==> src/rtl/status_pkg.sv <==
package status_pkg;
  localparam int BYTE_W = 8;
  localparam int SEL_W  = 2;

  typedef enum logic [SEL_W-1:0] {
    SEL_EVT_EN = 2'd0,
    SEL_SRQ_EN = 2'd1,
    SEL_EVENTS = 2'd2,
    SEL_STATUS = 2'd3
  } reg_sel_e;

  // OR across positions of value AND mask
  function automatic logic masked_any(input logic [BYTE_W-1:0] v,
                                      input logic [BYTE_W-1:0] m);
    return |(v & m);
  endfunction

  // same reduction with one position left out of it
  function automatic logic masked_any_except(input logic [BYTE_W-1:0] v,
                                             input logic [BYTE_W-1:0] m,
                                             input int unsigned       skip);
    logic [BYTE_W-1:0] keep;
    keep = ~(BYTE_W'(1) << skip);
    return |(v & m & keep);
  endfunction

  // overwrite one bit position of a byte
  function automatic logic [BYTE_W-1:0] put_bit(input logic [BYTE_W-1:0] v,
                                                input int unsigned       pos,
                                                input logic              b);
    logic [BYTE_W-1:0] r;
    r = v;
    r[pos] = b;
    return r;
  endfunction
endpackage

==> src/rtl/sr_event_latch.sv <==
module sr_event_latch #(
  parameter int W = 8
) (
  input  logic         clk,
  input  logic         rst_n,
  input  logic [W-1:0] set_i,
  input  logic         clr_i,
  output logic [W-1:0] q_o
);
  logic [W-1:0] q;

  // a set arriving with the clear wins, so no event is lost
  always_ff @(posedge clk or negedge rst_n) begin
    if (!rst_n) q <= '0;
    else        q <= (clr_i ? '0 : q) | set_i;
  end

  assign q_o = q;
endmodule

==> src/rtl/sr_mask_bank.sv <==
module sr_mask_bank #(
  parameter int W = 8,
  parameter int N = 2
) (
  input  logic                clk,
  input  logic                rst_n,
  input  logic [N-1:0]        wr_en,
  input  logic [N-1:0]        clr_en,
  input  logic [W-1:0]        wdata,
  output logic [N-1:0][W-1:0] mask_o
);
  for (genvar g = 0; g < N; g++) begin : g_mask
    logic [W-1:0] m;
    always_ff @(posedge clk or negedge rst_n) begin
      if (!rst_n)         m <= '0;
      else if (clr_en[g]) m <= '0;
      else if (wr_en[g])  m <= wdata;
    end
    assign mask_o[g] = m;
  end
endmodule

==> src/rtl/sr_service_ctrl.sv <==
module sr_service_ctrl
  import status_pkg::*;
#(
  parameter int unsigned MSS_BIT = 6
) (
  input  logic              clk,
  input  logic              rst_n,
  input  logic [BYTE_W-1:0] stb_base,
  input  logic [BYTE_W-1:0] srq_en,
  input  logic              spoll,
  output logic              mss_o,
  output logic              mss_rise_o,
  output logic              rqs_o
);
  logic mss, mss_q, rqs;

  assign mss = masked_any_except(stb_base, srq_en, MSS_BIT);

  always_ff @(posedge clk or negedge rst_n) begin
    if (!rst_n) mss_q <= 1'b0;
    else        mss_q <= mss;
  end

  assign mss_rise_o = mss & ~mss_q;

  // a new rising edge outranks a poll in the same cycle
  always_ff @(posedge clk or negedge rst_n) begin
    if (!rst_n)          rqs <= 1'b0;
    else if (mss_rise_o) rqs <= 1'b1;
    else if (spoll)      rqs <= 1'b0;
  end

  assign mss_o = mss;
  assign rqs_o = rqs;
endmodule

==> src/rtl/status_report_core.sv <==
module status_report_core
  import status_pkg::*;
#(
  parameter int unsigned ESB_BIT = 5,
  parameter int unsigned MSS_BIT = 6
) (
  input  logic              clk,
  input  logic              rst_n,
  input  logic [BYTE_W-1:0] evt_pulse,
  input  logic [BYTE_W-1:0] stb_cond,
  input  logic [SEL_W-1:0]  reg_sel,
  input  logic              reg_wr,
  input  logic              reg_rd,
  input  logic              reg_clr,
  input  logic [BYTE_W-1:0] reg_wdata,
  output logic [BYTE_W-1:0] reg_rdata,
  input  logic              spoll,
  output logic [BYTE_W-1:0] spoll_data,
  output logic              srq
);
  localparam int N_MASK  = 2;
  localparam int IDX_EVT = 0;
  localparam int IDX_SRQ = 1;

  // named internal events, brought out for the checker
  logic [N_MASK-1:0]             mask_wr, mask_clr;
  logic [N_MASK-1:0][BYTE_W-1:0] masks;
  logic [BYTE_W-1:0]             ese_q, sre_q, esr_q;
  logic [BYTE_W-1:0]             stb_base, stb_live;
  logic                          esr_clr, esb, mss, mss_rise, rqs_q;

  reg_sel_e sel;
  assign sel = reg_sel_e'(reg_sel);

  always_comb begin
    mask_wr  = '0;
    mask_clr = '0;
    mask_wr[IDX_EVT]  = reg_wr  && (sel == SEL_EVT_EN);
    mask_wr[IDX_SRQ]  = reg_wr  && (sel == SEL_SRQ_EN);
    mask_clr[IDX_EVT] = reg_clr && (sel == SEL_EVT_EN);
    mask_clr[IDX_SRQ] = reg_clr && (sel == SEL_SRQ_EN);
  end

  assign esr_clr = (reg_rd || reg_clr) && (sel == SEL_EVENTS);

  sr_mask_bank #(.W(BYTE_W), .N(N_MASK)) u_masks (
    .clk    (clk),
    .rst_n  (rst_n),
    .wr_en  (mask_wr),
    .clr_en (mask_clr),
    .wdata  (reg_wdata),
    .mask_o (masks)
  );

  assign ese_q = masks[IDX_EVT];
  assign sre_q = masks[IDX_SRQ];

  sr_event_latch #(.W(BYTE_W)) u_events (
    .clk   (clk),
    .rst_n (rst_n),
    .set_i (evt_pulse),
    .clr_i (esr_clr),
    .q_o   (esr_q)
  );

  assign esb = masked_any(esr_q, ese_q);

  // conditions from outside, with the two summary positions owned here
  always_comb begin
    stb_base = put_bit(stb_cond, MSS_BIT, 1'b0);
    stb_base = put_bit(stb_base, ESB_BIT, esb);
  end

  sr_service_ctrl #(.MSS_BIT(MSS_BIT)) u_srv (
    .clk        (clk),
    .rst_n      (rst_n),
    .stb_base   (stb_base),
    .srq_en     (sre_q),
    .spoll      (spoll),
    .mss_o      (mss),
    .mss_rise_o (mss_rise),
    .rqs_o      (rqs_q)
  );

  assign stb_live   = put_bit(stb_base, MSS_BIT, mss);
  assign spoll_data = put_bit(stb_base, MSS_BIT, rqs_q);
  assign srq        = rqs_q;

  always_comb begin
    unique case (sel)
      SEL_EVT_EN: reg_rdata = ese_q;
      SEL_SRQ_EN: reg_rdata = sre_q;
      SEL_EVENTS: reg_rdata = esr_q;
      default:    reg_rdata = stb_live;
    endcase
  end
endmodule

==> config.mk <==
export PLATFORM = sky130hd
export DESIGN_NAME = status_report_core
export DESIGN_NICKNAME = d
export VERILOG_FILES = /design/src/rtl/status_pkg.sv /design/src/rtl/sr_event_latch.sv /design/src/rtl/sr_mask_bank.sv /design/src/rtl/sr_service_ctrl.sv /design/src/rtl/status_report_core.sv
export SDC_FILE = /design/constraint.sdc
export NUM_CORES = 1
export LEC_CHECK = 0
export ABC_AREA = 0
export BUFFER_PORTS_ARGS = -buffer_cell sky130_fd_sc_hd__clkbuf_2
export CORE_MARGIN = 1.5
export CORE_UTILIZATION = 52
export CTS_BUF_LIST = sky130_fd_sc_hd__clkbuf_4 sky130_fd_sc_hd__clkbuf_8 sky130_fd_sc_hd__clkbuf_16
export DETAILED_ROUTE_END_ITERATION = 16
export PLACE_DENSITY = 0.86
export SYNTH_ARGS = -nofsm -noshare
export SYNTH_HDL_FRONTEND = slang
export SYNTH_SLANG_ARGS = --single-unit
==> constraint.sdc <==
create_clock -name clk -period 3.7 [get_ports clk]
set_input_delay 0.925 -clock clk [delete_from_list [all_inputs] [get_ports clk]]
set_output_delay 0.925 -clock clk [all_outputs]
set_load 0.01 [all_outputs]
Yosys cells after proc, flatten, opt, wreduce, memory -nomap -nowiden --
Cells that the tools add are included.
Word-level totals: register bits after elaboration 26, bits in latches 0, memory bits (writable) 0, ROM bits 0, input port bits 32, logic and storage cells 32, memories 0
Cells by class: $add $sub $neg 0, multipliers 0, div/mod/pow operators 0, order comparisons 0, eq/ne operators 2, shifts and indexed selects 0, multiplexer cells 8, bitwise logic cells 5, reduce and logical (&&, ||, !) cells 12
Operator list (number):
- $mux W8 | 5
- $pmux W8 S3 | 1
- $and A8 B8 Y8 | 2
- $or A8 B8 Y8 | 1
- $reduce_or A8 Y1 | 1
- $reduce_or A7 Y1 | 1
- $reduce_bool A2 Y1 | 3
- $logic_and A1 B1 Y1 | 5
- $eq A2 B1 Y1 const B | 1
- $eq A2 B2 Y1 const B | 1
- $logic_not A2 Y1 | 1
- $mux W1 | 2
- $and A1 B1 Y1 | 1
- $logic_or A1 B1 Y1 | 1
- $not A1 Y1 | 1

Logic depth before layout (Yosys ltp) --
depth after elaboration 6, depth in mapped cells 4, gate-level depth less buffers 4

By module --
A second synthesis with hierarchy kept.
Second synthesis, totals: cells, all modules 109, area, all modules 1370.1 µm²
By module, submodules not included:
- sr_mask_bank | times used 1, cells each 52, area each 650.6 µm², seq. area each 400.4 µm²
- status_report_core | times used 1, cells each 30, area each 349.1 µm², seq. area each 0.0 µm²
- sr_event_latch | times used 1, cells each 17, area each 264.0 µm², seq. area each 200.2 µm²
- sr_service_ctrl | times used 1, cells each 10, area each 106.4 µm², seq. area each 50.0 µm²

Worst setup path before layout --
No wires, ideal clock.
kind in2out, start point input port reg_sel[1], end point output port reg_rdata[3], arrival 1681 ps, data required time 2775 ps, setup slack 1094 ps, stages 2, buffers on the path 1, path through buf_4 -> mux4_1
On the way: cells in the longest elaborated chain, start to end 2, elaborated cells between the ends (all ways) 4, classes of those cells eq/ne: 2; mux: 1; reduce/logical: 1
RTL lines:
- from (decl) | RTL line status_report_core.sv:11 | input logic [SEL_W-1:0] reg_sel,
- $eq A2 B2 Y1 (tied with other cells) | RTL line status_report_core.sv:90 | unique case (sel)
- $pmux W8 S3 (*) | RTL line status_report_core.sv:90
- to (decl) | RTL line status_report_core.sv:16 | output logic [BYTE_W-1:0] reg_rdata,
Every way passes the cells marked *; elsewhere a longest branch is shown, timed or not.

Worst setup path after layout --
start point input port reg_sel[1], end point output port reg_rdata[4]
Same word-level chain as after synthesis.

==> qor.yml <==
route:
  detail-route-antenna-nets: 0
  wl_per_cell_um: 16.86
  dr.pass1.iters: 4
  vias: 951
  drtIter0Drc: 20
  wirelength_mm: 2.833
  viasPerCell: 5.661
  drc_errors: 0
cts:
  cts_num_sinks: 26
  cts_root_buf: "clkbuf_4"
  worstSkewPairLatency_ns: 0.31
  htreeDepth: 1
  clockBufferDepth: 2
  postCtsSetupRepairBufs: 0
  path_clk_slew_ns: 0.13
  cts_resized: 0
  hold_buffers: 0
  cts_buffers: 3
  cts_tree: "built"
setup_path:
  cp.arrival_ns: 1.98
  cp.required_ns: 2.77
  crit_slowest_cell: "mux4_1"
  cp-start-kind: "input pin"
  cp_max_fo: 12
  crit_family: "multiplexers"
  slowest_delay_ns: 0.61
  crit_top_cell: "clkbuf_2"
  crit_buf_inv: 2
  end_kind: "primary output"
  path_class: "input pin to primary output"
  cp_cell_sequence: "clkbuf_2 -> mux4_1 -> clkbuf_2"
power:
  p_leak_uw: 0.0007856
  ir_worst_vdd_mv: 0.3087
  p_per_area_nw_per_um2: 417.6
global_route:
  antenna_found_initial: 0
  grt_usage: 0.2189
  grt_max_degree: 27
  grt_first_pass_wirelength_mm: 4.291
  grt_pass1_vias: 875
  grt-ovfl-total: 0
floorplanning:
  die_area_sq_um: 2911
  core_sq_um: 2477
  start_util: 0.5449
  die_w_um: 53.96
  floorplan.rows: 18
  io_pins: 49
  die_h_um: 53.96
synthesis:
  synth_cell_types: 21
  postSynthAreaPerCell_sq_um: 13.78
  ys_seq_area_frac: 0.4819
  synth.area.top_cells: "dfrtp_1 (48%), mux2_2 (14%), mux4_2 (6.7%)"
  ys_warn_count: 0
  synth_cells: 98
  synth_top_area_frac: 0.4819
  synthesis.nets: 130
  ys_ff_latch: 26
  synth_top_area_cell: "dfrtp_1"
  syn_area_sq_um: 1350
sta:
  maxSlewHeadroom: 0.5660
  skew_ns: 0.0009587
  rsz0062_at_grt: "no"
  whs_ns: 0.4313
  fmax_mhz: 343.9
  final-hold-violation-count: 0
  setup_violations: 0
  finalCriticalPeriod_ns: 2.908
  setup_tns_ns: 0
  final.period_utilization: 0.7858
  worstMarginPinSlew_ns: 0.6466
  slew_violations: 0
finish:
  syn_to_final_growth_pct: 16.96
  multi_input_area_sq_um: 613.1
  ff_latch_area_sq_um: 650.6
  drive_gt1_frac: 0.5362
  antennaDiodeCount: 0
  nets: 171
  fill_cells: 200
place:
  gp_congestion: 0.8087
  dp_hpwl_mm: 2.209
  numPortBuffers: 46
job:
  maxCapViolations: 0
worst_hold_path:
  hold_class: "flop to flop"
outcome:
  status: "completed"
-- synth_stat cells --
library cell	n
buf_4	10
mux4_1	3
a21o_2	1
o21ai_1	1
o22ai_1	1
nor2b_1	1
nand4_1	1
inv_1	3
o2bb2ai_1	1
nor3_4	1
nor2_1	2
nand2_2	1
a21oi_1	1
a21o_1	7
a22oi_1	7
nand3_1	1
dfrtp_1	26
mux4_2	4
and2b_1	8
a31oi_1	1
mux2_2	17
-- final timing paths --
check	slack [ns]	cells after the start	from	endpoint
worst max register to register	2.24	4	u_events.q_o[6]	u_srv.rqs_o
max in group asynchronous	2.70	1	rst_n	u_masks.g_mask[0].m[5]
min in group asynchronous	0.60	1	rst_n	u_masks.g_mask[1].m[1]
worst max-delay path	0.79	3	reg_sel[1]	reg_rdata[4]
worst min-delay path	0.43	1	u_srv.mss_q	u_srv.rqs_o
worst min register to register	0.43	1	u_srv.mss_q	u_srv.rqs_o
-- state kept, by name, indices dropped and copies added (netlist names) --
register and count:
u_srv.mss_q 1, u_srv.rqs_o 1, u_events.q_o 8, u_masks.g_mask.m 16
-- cell usage in the layout, fill, tap and decap left out --
cell type / n
a21o_1: 7
o21ai_1: 1
a21oi_1: 1
clkbuf_8: 1
nor3_4: 1
inv_1: 3
dfrtp_1: 26
o22ai_1: 1
a31oi_1: 1
mux2_2: 17
and2b_1: 8
o2bb2ai_1: 1
nand4_1: 1
nand2_2: 1
nor2b_1: 1
nor2_1: 2
mux4_1: 3
clkbuf_2: 46
a21o_2: 1
a22oi_1: 7
nand3_1: 1
mux4_2: 4
clkbuf_4: 3
-- logic make-up after synthesis --
group           Yosys count  share of synthesized area
mux                      24                     0.2669
simple gates             15                    0.07972
flops                    26                     0.4819
buf+inv                  13                    0.06395
compound gates           20                     0.1075
-- metrics by stage --
stage / total power (uW) / std cells / util / instance area, sq um / setup WS, ns
after floorplan: 466.1 / 98 / - / 1350 / 1.094
after global placement: 515.7 / 164 / 0.6227 / 1543 / 0.8029
after detailed placement: 527.8 / 164 / 0.6227 / 1543 / 0.7921
after CTS: 665.7 / 168 / 0.6374 / 1579 / 0.7913
after global routing: 700.9 / 168 / 0.6374 / 1579 / 0.7328
final: 659.4 / 168 / 0.6374 / 1579 / 0.7925
-- routing by layer --
metal  GRT usage  part of all wire  vias up
met1      0.2862              0.41      459
met4      0.1154             0.022        0
met5           0                 0        -
met3     0.03056             0.052        8
met2      0.3537              0.52       41
li1            -                 -      443
-- cell type report --
cell class / instances / share of cell area
Tap cell: 30 / 0.02377
Inverter: 3 / 0.007132
Sequential cell: 26 / 0.4120
Timing Repair Buffer: 46 / 0.1458
Clock buffer: 4 / 0.02298
Multi-Input combinational cell: 59 / 0.3883
-- where the power goes --
group          internal [uW]  leakage (uW)  total (uW)  switching [uW]
Clock                   60.1     0.0000210         139            79.0
Sequential               322      0.000308         351            28.7
Combinational           90.5      0.000456         169            78.7
Note: power is estimated with default switching activity, not from simulation.
